### src/rtl/req_tracker_pkg.sv
`timescale 1ns/1ps
package req_tracker_pkg;

  typedef enum logic [2:0] {
    KIND_LOAD    = 3'd0,
    KIND_FETCH   = 3'd1,
    KIND_STORE   = 3'd2,
    KIND_ATOM_RD = 3'd3,
    KIND_ATOM_WR = 3'd4
  } reqKind_e;

  // strobes from control to datapath, one cycle each
  typedef struct packed {
    logic insRd;
    logic insWr;
    logic remRd;
    logic remWr;
    logic doneLoad;
    logic missLoad;
    logic lockSet;
    logic lockClr;
    logic dlSet;
  } ctlStrobe_t;

endpackage

### src/rtl/req_tracker_table.sv
`timescale 1ns/1ps
module req_tracker_table
  import req_tracker_pkg::*;
#(
  parameter int ENTRIES   = 4,
  parameter int LINE_W    = 12,
  parameter int ID_W      = 8,
  parameter int TIME_W    = 16,
  parameter int DL_THRESH = 64
) (
  input  logic              clk,
  input  logic              rstN,
  input  logic              insEn,
  input  logic [LINE_W-1:0] insLine,
  input  reqKind_e          insKind,
  input  logic [ID_W-1:0]   insId,
  input  logic [TIME_W-1:0] timeNow,
  input  logic              remEn,
  input  logic [LINE_W-1:0] remLine,
  input  logic [LINE_W-1:0] lookLine,
  output logic              lookHit,
  output logic              remHit,
  output reqKind_e          remKind,
  output logic [ID_W-1:0]   remId,
  output logic [TIME_W-1:0] remTime,
  output logic              staleAny
);

  localparam int IDX_W = (ENTRIES > 1) ? $clog2(ENTRIES) : 1;
  localparam logic [TIME_W-1:0] THRESH_T = TIME_W'(DL_THRESH);

  logic              validQ [ENTRIES];
  logic [LINE_W-1:0] lineQ  [ENTRIES];
  reqKind_e          kindQ  [ENTRIES];
  logic [ID_W-1:0]   idQ    [ENTRIES];
  logic [TIME_W-1:0] stampQ [ENTRIES];

  logic [ENTRIES-1:0] lookVec, remVec, staleVec;
  logic [IDX_W-1:0]   freeIdx;

  for (genvar g = 0; g < ENTRIES; g++) begin : gMatch
    assign lookVec[g]  = validQ[g] && (lineQ[g] == lookLine);
    assign remVec[g]   = validQ[g] && (lineQ[g] == remLine);
    assign staleVec[g] = validQ[g] && ((timeNow - stampQ[g]) >= THRESH_T);
  end

  assign lookHit  = |lookVec;
  assign remHit   = |remVec;
  assign staleAny = |staleVec;

  // lowest free slot: the downward scan leaves the smallest index last
  always_comb begin
    freeIdx = '0;
    for (int i = ENTRIES - 1; i >= 0; i--) begin
      if (!validQ[i]) freeIdx = IDX_W'(i);
    end
  end

  // at most one entry matches a line, so an OR mux is enough
  always_comb begin
    remKind = KIND_LOAD;
    remId   = '0;
    remTime = '0;
    for (int i = 0; i < ENTRIES; i++) begin
      if (remVec[i]) begin
        remKind = reqKind_e'(remKind | kindQ[i]);
        remId   = remId | idQ[i];
        remTime = remTime | stampQ[i];
      end
    end
  end

  always_ff @(posedge clk) begin
    for (int i = 0; i < ENTRIES; i++) begin
      if (!rstN) begin
        validQ[i] <= 1'b0;
        lineQ[i]  <= '0;
        kindQ[i]  <= KIND_LOAD;
        idQ[i]    <= '0;
        stampQ[i] <= '0;
      end else begin
        if (remEn && remVec[i]) validQ[i] <= 1'b0;
        if (insEn && (freeIdx == IDX_W'(i))) begin
          validQ[i] <= 1'b1;
          lineQ[i]  <= insLine;
          kindQ[i]  <= insKind;
          idQ[i]    <= insId;
          stampQ[i] <= timeNow;
        end
      end
    end
  end

endmodule

### src/rtl/req_tracker_ctl.sv
`timescale 1ns/1ps
module req_tracker_ctl
  import req_tracker_pkg::*;
#(
  parameter int MAX_OUT     = 4,
  parameter int OFF_W       = 4,
  parameter int LEN_W       = 5,
  parameter int DL_THRESH   = 64,
  parameter int CNT_W       = 3
) (
  input  logic              clk,
  input  logic              rstN,
  input  logic              reqValid,
  input  reqKind_e          reqKind,
  input  logic [2:0]        reqKindRaw,
  input  logic [OFF_W-1:0]  reqOffset,
  input  logic [LEN_W-1:0]  reqLen,
  output logic              reqReady,
  input  logic              lookHitRd,
  input  logic              lookHitWr,
  input  logic              cplValid,
  input  logic              cplWrite,
  input  logic              remHitRd,
  input  logic              remHitWr,
  input  reqKind_e          remKindWr,
  input  logic              lockMatch,
  input  logic              staleAny,
  input  logic [CNT_W-1:0]  outstanding,
  output ctlStrobe_t        st
);

  localparam int BLOCK_BYTES = 1 << OFF_W;
  localparam int SUM_W = ((OFF_W > LEN_W) ? OFF_W : LEN_W) + 2;
  localparam int WD_W  = $clog2(DL_THRESH + 1);
  localparam logic [WD_W-1:0] WD_RELOAD = WD_W'(DL_THRESH - 1);

  logic [SUM_W-1:0] span;
  logic             legal, kindOk, room, accept, isWrite;
  logic             cplHit;
  logic [CNT_W-1:0] countNext;
  logic             armedQ, fire;
  logic [WD_W-1:0]  wdTimerQ;

  assign span    = SUM_W'(reqOffset) + SUM_W'(reqLen);
  assign legal   = span <= SUM_W'(BLOCK_BYTES);
  assign kindOk  = reqKindRaw <= 3'd4;
  assign room    = outstanding < CNT_W'(MAX_OUT);
  assign reqReady = legal && kindOk && room && !lookHitRd && !lookHitWr;
  assign accept  = reqValid && reqReady;
  assign isWrite = (reqKind == KIND_STORE) || (reqKind == KIND_ATOM_RD) ||
                   (reqKind == KIND_ATOM_WR);

  assign cplHit = cplWrite ? remHitWr : remHitRd;

  always_comb begin
    st          = '0;
    st.insRd    = accept && !isWrite;
    st.insWr    = accept && isWrite;
    st.remRd    = cplValid && !cplWrite && remHitRd;
    st.remWr    = cplValid && cplWrite && remHitWr;
    st.doneLoad = cplValid && cplHit;
    st.missLoad = cplValid && !cplHit;
    st.lockSet  = st.remWr && (remKindWr == KIND_ATOM_RD);
    st.lockClr  = st.remWr && (remKindWr == KIND_ATOM_WR) && lockMatch;
    st.dlSet    = fire && staleAny;
  end

  assign countNext = outstanding + CNT_W'(accept) - CNT_W'(st.remRd | st.remWr);
  assign fire      = armedQ && (wdTimerQ == '0);

  // periodic age check: armed by an acceptance, reloads while work remains
  always_ff @(posedge clk) begin
    if (!rstN) begin
      armedQ   <= 1'b0;
      wdTimerQ <= '0;
    end else if (!armedQ) begin
      if (accept) begin
        armedQ   <= 1'b1;
        wdTimerQ <= WD_RELOAD;
      end
    end else if (fire) begin
      if (countNext != '0) wdTimerQ <= WD_RELOAD;
      else                 armedQ   <= 1'b0;
    end else begin
      wdTimerQ <= wdTimerQ - 1'b1;
    end
  end

endmodule

### src/rtl/req_tracker_dp.sv
`timescale 1ns/1ps
module req_tracker_dp
  import req_tracker_pkg::*;
#(
  parameter int ENTRIES   = 4,
  parameter int LINE_W    = 12,
  parameter int ID_W      = 8,
  parameter int TIME_W    = 16,
  parameter int LAT_W     = 8,
  parameter int CNT_W     = 3,
  parameter int DL_THRESH = 64,
  parameter int INST_LAT  = 2,
  parameter int DATA_LAT  = 3,
  parameter int OWNER_ID  = 5
) (
  input  logic              clk,
  input  logic              rstN,
  input  ctlStrobe_t        st,
  input  logic [LINE_W-1:0] reqLine,
  input  reqKind_e          reqKind,
  input  logic              cplWrite,
  input  logic [LINE_W-1:0] cplLine,
  output logic              lookHitRd,
  output logic              lookHitWr,
  output logic              remHitRd,
  output logic              remHitWr,
  output reqKind_e          remKindWr,
  output logic              lockMatch,
  output logic              staleAny,
  output logic [ID_W-1:0]   reqId,
  output logic              fwdValid,
  output logic [LINE_W-1:0] fwdLine,
  output logic [1:0]        fwdKind,
  output logic [LAT_W-1:0]  fwdLatency,
  output logic [ID_W-1:0]   fwdId,
  output logic              doneValid,
  output logic [ID_W-1:0]   doneId,
  output logic [TIME_W-1:0] doneLatency,
  output logic              doneAtomicWr,
  output logic              doneAtomicOk,
  output logic              cplMiss,
  output logic              mruValid,
  output logic              mruInst,
  output logic [LINE_W-1:0] mruLine,
  output logic [CNT_W-1:0]  outstanding,
  output logic              deadlock
);

  localparam int OWN_W = 8;

  logic [TIME_W-1:0] timeNowQ;
  logic [ID_W-1:0]   nextIdQ;
  logic              lockValidQ;
  logic [LINE_W-1:0] lockLineQ;
  logic [OWN_W-1:0]  lockOwnerQ;

  reqKind_e          remKindRd;
  logic [ID_W-1:0]   remIdRd, remIdWr, selId;
  logic [TIME_W-1:0] remTimeRd, remTimeWr, selTime;
  logic              staleRd, staleWr;
  reqKind_e          selKind;

  req_tracker_table #(
    .ENTRIES(ENTRIES), .LINE_W(LINE_W), .ID_W(ID_W),
    .TIME_W(TIME_W), .DL_THRESH(DL_THRESH)
  ) rdTable_i (
    .clk(clk), .rstN(rstN),
    .insEn(st.insRd), .insLine(reqLine), .insKind(reqKind), .insId(nextIdQ),
    .timeNow(timeNowQ), .remEn(st.remRd), .remLine(cplLine), .lookLine(reqLine),
    .lookHit(lookHitRd), .remHit(remHitRd), .remKind(remKindRd),
    .remId(remIdRd), .remTime(remTimeRd), .staleAny(staleRd)
  );

  req_tracker_table #(
    .ENTRIES(ENTRIES), .LINE_W(LINE_W), .ID_W(ID_W),
    .TIME_W(TIME_W), .DL_THRESH(DL_THRESH)
  ) wrTable_i (
    .clk(clk), .rstN(rstN),
    .insEn(st.insWr), .insLine(reqLine), .insKind(reqKind), .insId(nextIdQ),
    .timeNow(timeNowQ), .remEn(st.remWr), .remLine(cplLine), .lookLine(reqLine),
    .lookHit(lookHitWr), .remHit(remHitWr), .remKind(remKindWr),
    .remId(remIdWr), .remTime(remTimeWr), .staleAny(staleWr)
  );

  assign staleAny  = staleRd | staleWr;
  assign selKind   = cplWrite ? remKindWr : remKindRd;
  assign selId     = cplWrite ? remIdWr : remIdRd;
  assign selTime   = cplWrite ? remTimeWr : remTimeRd;
  assign lockMatch = lockValidQ && (lockLineQ == cplLine) &&
                     (lockOwnerQ == OWN_W'(OWNER_ID));
  assign reqId     = nextIdQ;

  always_ff @(posedge clk) begin
    if (!rstN) begin
      timeNowQ    <= '0;
      nextIdQ     <= '0;
      outstanding <= '0;
      lockValidQ  <= 1'b0;
      lockLineQ   <= '0;
      lockOwnerQ  <= '0;
      deadlock    <= 1'b0;
      fwdValid    <= 1'b0;
      fwdLine     <= '0;
      fwdKind     <= '0;
      fwdLatency  <= '0;
      fwdId       <= '0;
      doneValid   <= 1'b0;
      doneId      <= '0;
      doneLatency <= '0;
      doneAtomicWr <= 1'b0;
      doneAtomicOk <= 1'b0;
      cplMiss     <= 1'b0;
      mruValid    <= 1'b0;
      mruInst     <= 1'b0;
      mruLine     <= '0;
    end else begin
      timeNowQ    <= timeNowQ + 1'b1;
      outstanding <= outstanding + CNT_W'(st.insRd | st.insWr)
                                 - CNT_W'(st.remRd | st.remWr);
      if (st.dlSet) deadlock <= 1'b1;

      if (st.lockSet) begin
        lockValidQ <= 1'b1;
        lockLineQ  <= cplLine;
        lockOwnerQ <= OWN_W'(OWNER_ID);
      end else if (st.lockClr) begin
        lockValidQ <= 1'b0;
      end

      fwdValid <= st.insRd | st.insWr;
      if (st.insRd | st.insWr) begin
        nextIdQ    <= nextIdQ + 1'b1;
        fwdLine    <= reqLine;
        fwdId      <= nextIdQ;
        fwdLatency <= (reqKind == KIND_FETCH) ? LAT_W'(INST_LAT) : LAT_W'(DATA_LAT);
        case (reqKind)
          KIND_LOAD:  fwdKind <= 2'd0;
          KIND_FETCH: fwdKind <= 2'd1;
          KIND_STORE: fwdKind <= 2'd2;
          default:    fwdKind <= 2'd3;
        endcase
      end

      doneValid <= st.doneLoad;
      mruValid  <= st.doneLoad;
      cplMiss   <= st.missLoad;
      if (st.doneLoad) begin
        doneId       <= selId;
        doneLatency  <= timeNowQ - selTime;
        doneAtomicWr <= selKind == KIND_ATOM_WR;
        doneAtomicOk <= st.lockClr;
        mruInst      <= selKind == KIND_FETCH;
        mruLine      <= cplLine;
      end else begin
        doneAtomicWr <= 1'b0;
        doneAtomicOk <= 1'b0;
      end
    end
  end

endmodule

### src/rtl/req_tracker.sv
`timescale 1ns/1ps
module req_tracker
  import req_tracker_pkg::*;
#(
  parameter int ADDR_W    = 16,
  parameter int OFF_W     = 4,
  parameter int LEN_W     = 5,
  parameter int ID_W      = 8,
  parameter int TIME_W    = 16,
  parameter int LAT_W     = 8,
  parameter int MAX_OUT   = 4,
  parameter int ENTRIES   = 4,
  parameter int DL_THRESH = 64,
  parameter int INST_LAT  = 2,
  parameter int DATA_LAT  = 3,
  parameter int OWNER_ID  = 5,
  localparam int LINE_W   = ADDR_W - OFF_W,
  localparam int CNT_W    = $clog2(MAX_OUT + 1)
) (
  input  logic              clk,
  input  logic              rstN,
  input  logic              reqValid,
  input  logic [2:0]        reqKind,
  input  logic [ADDR_W-1:0] reqAddr,
  input  logic [LEN_W-1:0]  reqLen,
  output logic              reqReady,
  output logic [ID_W-1:0]   reqId,
  output logic              fwdValid,
  output logic [LINE_W-1:0] fwdLine,
  output logic [1:0]        fwdKind,
  output logic [LAT_W-1:0]  fwdLatency,
  output logic [ID_W-1:0]   fwdId,
  input  logic              cplValid,
  input  logic              cplWrite,
  input  logic [LINE_W-1:0] cplLine,
  output logic              doneValid,
  output logic [ID_W-1:0]   doneId,
  output logic [TIME_W-1:0] doneLatency,
  output logic              doneAtomicWr,
  output logic              doneAtomicOk,
  output logic              cplMiss,
  output logic              mruValid,
  output logic              mruInst,
  output logic [LINE_W-1:0] mruLine,
  output logic [CNT_W-1:0]  outstanding,
  output logic              deadlock
);

  ctlStrobe_t  st;
  reqKind_e    kindE, remKindWr;
  logic        lookHitRd, lookHitWr, remHitRd, remHitWr, lockMatch, staleAny;

  assign kindE = reqKind_e'(reqKind);

  req_tracker_ctl #(
    .MAX_OUT(MAX_OUT), .OFF_W(OFF_W), .LEN_W(LEN_W),
    .DL_THRESH(DL_THRESH), .CNT_W(CNT_W)
  ) ctl_i (
    .clk(clk), .rstN(rstN), .reqValid(reqValid), .reqKind(kindE),
    .reqKindRaw(reqKind), .reqOffset(reqAddr[OFF_W-1:0]), .reqLen(reqLen),
    .reqReady(reqReady), .lookHitRd(lookHitRd), .lookHitWr(lookHitWr),
    .cplValid(cplValid), .cplWrite(cplWrite), .remHitRd(remHitRd),
    .remHitWr(remHitWr), .remKindWr(remKindWr), .lockMatch(lockMatch),
    .staleAny(staleAny), .outstanding(outstanding), .st(st)
  );

  req_tracker_dp #(
    .ENTRIES(ENTRIES), .LINE_W(LINE_W), .ID_W(ID_W), .TIME_W(TIME_W),
    .LAT_W(LAT_W), .CNT_W(CNT_W), .DL_THRESH(DL_THRESH),
    .INST_LAT(INST_LAT), .DATA_LAT(DATA_LAT), .OWNER_ID(OWNER_ID)
  ) dp_i (
    .clk(clk), .rstN(rstN), .st(st), .reqLine(reqAddr[ADDR_W-1:OFF_W]),
    .reqKind(kindE), .cplWrite(cplWrite), .cplLine(cplLine),
    .lookHitRd(lookHitRd), .lookHitWr(lookHitWr), .remHitRd(remHitRd),
    .remHitWr(remHitWr), .remKindWr(remKindWr), .lockMatch(lockMatch),
    .staleAny(staleAny), .reqId(reqId), .fwdValid(fwdValid),
    .fwdLine(fwdLine), .fwdKind(fwdKind), .fwdLatency(fwdLatency),
    .fwdId(fwdId), .doneValid(doneValid), .doneId(doneId),
    .doneLatency(doneLatency), .doneAtomicWr(doneAtomicWr),
    .doneAtomicOk(doneAtomicOk), .cplMiss(cplMiss), .mruValid(mruValid),
    .mruInst(mruInst), .mruLine(mruLine), .outstanding(outstanding),
    .deadlock(deadlock)
  );

endmodule

### config.mk
export PLATFORM = sky130hd
export DESIGN_NAME = req_tracker
export DESIGN_NICKNAME = d
export VERILOG_FILES = /design/src/rtl/req_tracker_pkg.sv /design/src/rtl/req_tracker_table.sv /design/src/rtl/req_tracker_ctl.sv /design/src/rtl/req_tracker_dp.sv /design/src/rtl/req_tracker.sv
export SDC_FILE = /design/constraint.sdc
export NUM_CORES = 1
export LEC_CHECK = 0
export ABC_AREA = 1
export BUFFER_PORTS_ARGS = -buffer_cell sky130_fd_sc_hd__clkbuf_2
export CORE_MARGIN = 2
export CORE_UTILIZATION = 61
export CTS_CLUSTER_DIAMETER = 60
export DETAILED_ROUTE_END_ITERATION = 10
export HOLD_SLACK_MARGIN = 0.1
export PLACE_DENSITY = 0.79
export SLEW_MARGIN = 20
export SYNTH_ARGS = -nofsm -noshare
export SYNTH_HDL_FRONTEND = slang
export SYNTH_SLANG_ARGS = --single-unit
### constraint.sdc
create_clock -name clk -period 5.2 [get_ports clk]
set_input_delay 0.78 -clock clk [delete_from_list [all_inputs] [get_ports clk]]
set_output_delay 0.78 -clock clk [all_outputs]
set_load 0.03 [all_outputs]
==> metrics.md <==
| Metric | Value |
|---|---|
| Number of synthesized register bits | 436 |
| Syn. warnings | 0 |
| Mapped Avg Cell Area | 7.26 um2 |
| Die Height | 225 um |
| Fin cells | 4869 |
| Synth Cell Area | 29800 um2 |
| Via density | 5.97 |
| Tot GR Track Use | 0.413 |
| Top cells by area, synth | edfxtp_1 32%, nand2_1 14%, dfxtp_1 7.9%, inv_1 7.4%, ha_1 6.1% |
| Most frequent cell after synthesis | nand2_1 |
| Global route overflow | 0 |
| Total power | 8960 uW |
| CTS tree | built |
| CTS-repair resized insts | 0 |
| Post-layout instance area | 32800 um2 |
| Leakage | 0.0155 uW |
| Hold crit path type | register to register |
| Largest net degree at the start of global routing | 119 |
| Slowest CP cell | nand2_1 |
| Worst path max stage delay | 0.47 ns |
| Area after DPL | 31100 um2 |
| Starting Density | 0.614 |
| Drt first pass iters | 6 |
| Top-level I/O count | 127 |
| Die area | 50600 um2 |
| Final setup viols | 0 |
| Delay-heaviest family, CP | simple AND/OR/NAND/NOR gates |
| Fmax | 223 MHz |
| Worst Skew | 0.0368 ns |
| Num CTS Buffers | 49 |
| Post-DRT Antenna Nets | 0 |
| Synth Instances | 4106 |
| Antenna violations before repair | 1 |
| Setup CP Type | input port to register |
| Hold buffer count at CTS | 0 |
| DP HPWL | 76.2 mm |
| Nets | 4403 |
| Asr flop ratio synth | 0 |
| Worst path most repeated cell | nand2_1 |
| Final hold violations | 0 |
| Total Routed Length | 106 mm |
| Power per cell area | 273 nW/um2 |
| CTS sink count | 436 |
| Period Utilization, post-route | 0.861 |
| Area leader, netlist | edfxtp_1 |
| Synth top cells by count | 1125 x nand2_1, 588 x inv_1, 473 x nor2_1, 318 x edfxtp_1, 227 x nor3_1 |
| Pins Over Slew Limit | 0 |
| Maximum clock insertion buffer count | 3 |
| Crit-path cells | clkbuf_2, clkinv_1, nand2_1, nand2_1, nor4_1, nand2_1, nand4_1, nand2_1, nor2_4, ha_1, inv_1, ha_1, fa_1, nor3_1, nand2_1, nand2_1, a21oi_1 |
| Vias in the first global route | 26500 |
| # DRC | 0 |
| Yosys top cell area share | 0.320 |
| Post-synth EDFFs | 318 |
| Reg2Reg Setup Slack | 0.94 ns |
| Critical path endpoint category | register |
| Row Count | 81 |
| Worst relative slew slack | 0.170 |
| RSZ-0062 raised after global routing | false |
| Setup TNS | 0 ns |
| WP data required | 5.70 ns |
| Port buffer count | 120 |
| Clk_lat worst skew | 0.63 ns |
| Distinct cells, synth | 51 |
| Peak supply drop | 0.318 mV |
| Initial DRC Count | 3716 |
| Critical Path AT | 4.98 ns |
| First-pass GRT wire length | 157 mm |
| Vias | 29100 |
| Min Hold Slack | 0.448 ns |
| Min Tclk post-route | 4.48 ns |
| Worst-Margin Slew | 1.24 ns |
| Die X | 225 um |
| # Post-CTS Setup Buffers | 0 |
| Number of H-tree levels | 2 |
| CP startpoint kind | input port |
| DP Cell Count | 4776 |
| WP buf/inv | 3 |
| Root Buffer Master | clkbuf_16 |
| Status | complete, no violations |
| Clock transition at the registers of the reported paths | 0.06 ns |
| Fraction of layout cells with a size suffix above 1 | 0.0794 |
| Ys flop type | edfxtp_1 |
| Max Cap Violations | 0 |
| Area Overhead vs Synth | 10.2% |
| Largest fanout on the critical path | 10 |
| Gpl congestion | 1.05 |
| Core Region | 48500 um2 |
| Register area share after synthesis | 0.400 |
| DR WL/cell | 21.7 um |
[metal layers]
layer / track usage / routed length [um] / share of wire
met1: 0.536 / 40100 / 0.38
met2: 0.648 / 46300 / 0.44
met3: 0.0824 / 12500 / 0.12
met4: 0.233 / 6900 / 0.065
met5: 0 / 16 / 0.00015
[layout make-up]
| type | instances | area, um2 |
|---|---|---|
| repair buffers | 194 | 1260 |
| diodes | 1 | 2.50 |
| fillers | 4122 | 15700 |
| well taps | 622 | 778 |
| clock buffers | 59 | 1380 |
| multi-input cells | 2897 | 14800 |
| flip-flops and latches | 436 | 11900 |
| inverters | 627 | 2360 |
| clock inverters | 33 | 343 |
[through the flow]
stage / setup slack [ns] / utilization
2_1_floorplan: 1.20 / -
3_3_place_gp: 0.446 / 0.641
3_5_place_dp: 0.316 / 0.641
4_1_cts: 0.935 / 0.677
5_1_grt: 0.547 / 0.677
6_report: 0.723 / 0.677
[power breakdown]
part / switching [uW] / total, uW / internal, uW
Clock: 1600 / 3650 / 2050
Combinational: 949 / 1320 / 373
Sequential: 107 / 3990 / 3890
[worst register-to-register path: cells and delay by family, from the launching register on]
family                   cells  cell delay (ns)
AO/OA/AOI/OAI                7             1.54
adder cells (fa/ha/maj)      1             0.37
XOR/XNOR                     1             0.11
flip-flops                   1             0.40
buffers and inverters        2             0.34
AND/OR/NAND/NOR              8             1.33
[cells in the final DEF (no fill, tap or decap), drive strengths merged, types with 7 or more instances in the layout]
cell type	netlist	routed
nor3	236	236
ha	145	145
o221ai	18	18
nor2	477	477
and2	14	14
xnor2	50	50
inv	610	616
xor2	46	46
buf	88	75
nand3b	39	39
nand2	1126	1126
fa	12	12
o211ai	12	12
o22ai	77	77
edfxtp	318	318
clkbuf	71	178
o32ai	14	14
nor4	11	11
conb	1	14
or2	7	7
nand4	72	72
clkinv	17	39
o21ai	143	143
o2111ai	8	8
a21oi	136	136
dfxtp	118	118
nand3	212	212
[cell families after synthesis]
kind of cell,share of synthesized area
AO/OA/AOI/OAI,0.0838
XOR/XNOR,0.0282
adder cells (fa/ha/maj),0.0689
buffers and inverters,0.106
flip-flops,0.400
other,0.000126
AND/OR/NAND/NOR,0.313
[state kept, by name (all words and copies together) (netlist names), 2 cells and up]
| signal | flops |
|---|---|
| dp_i.fwdLatency | 2 |
| dp_i.fwdId | 8 |
| dp_i.fwdLine | 12 |
| dp_i.rdTable_i.kindQ | 12 |
| dp_i.fwdKind | 2 |
| dp_i.wrTable_i.stampQ | 64 |
| ctl_i.wdTimerQ | 7 |
| dp_i.rdTable_i.idQ | 32 |
| dp_i.doneId | 8 |
| dp_i.wrTable_i.lineQ | 48 |
| dp_i.rdTable_i.validQ | 4 |
| dp_i.wrTable_i.validQ | 4 |
| dp_i.mruLine | 12 |
| dp_i.timeNowQ | 16 |
| dp_i.outstanding | 3 |
| dp_i.lockLineQ | 12 |
| dp_i.doneLatency | 16 |
| dp_i.rdTable_i.stampQ | 64 |
| dp_i.reqId | 8 |
| dp_i.wrTable_i.kindQ | 12 |
| dp_i.wrTable_i.idQ | 32 |
| dp_i.rdTable_i.lineQ | 48 |
[final timing paths]
kind / startpoint / endpoint / cells after the start
setup / recovery: cplLine[5] / ctl_i.wdTimerQ[2]$_SDFFE_PN0P_ / 17
setup reg to reg: dp_i.wrTable_i.lineQ[0][0]$_SDFFCE_PN0P_ / dp_i.doneLatency[13]$_SDFFE_PN0P_ / 19
hold / removal: dp_i.fwdLatency[1]$_SDFFE_PN0P_ / dp_i.fwdLatency[1]$_SDFFE_PN0P_ / 2
hold reg to reg: dp_i.fwdLatency[1]$_SDFFE_PN0P_ / dp_i.fwdLatency[1]$_SDFFE_PN0P_ / 2
Note: power is estimated with default switching activity, not from simulation.
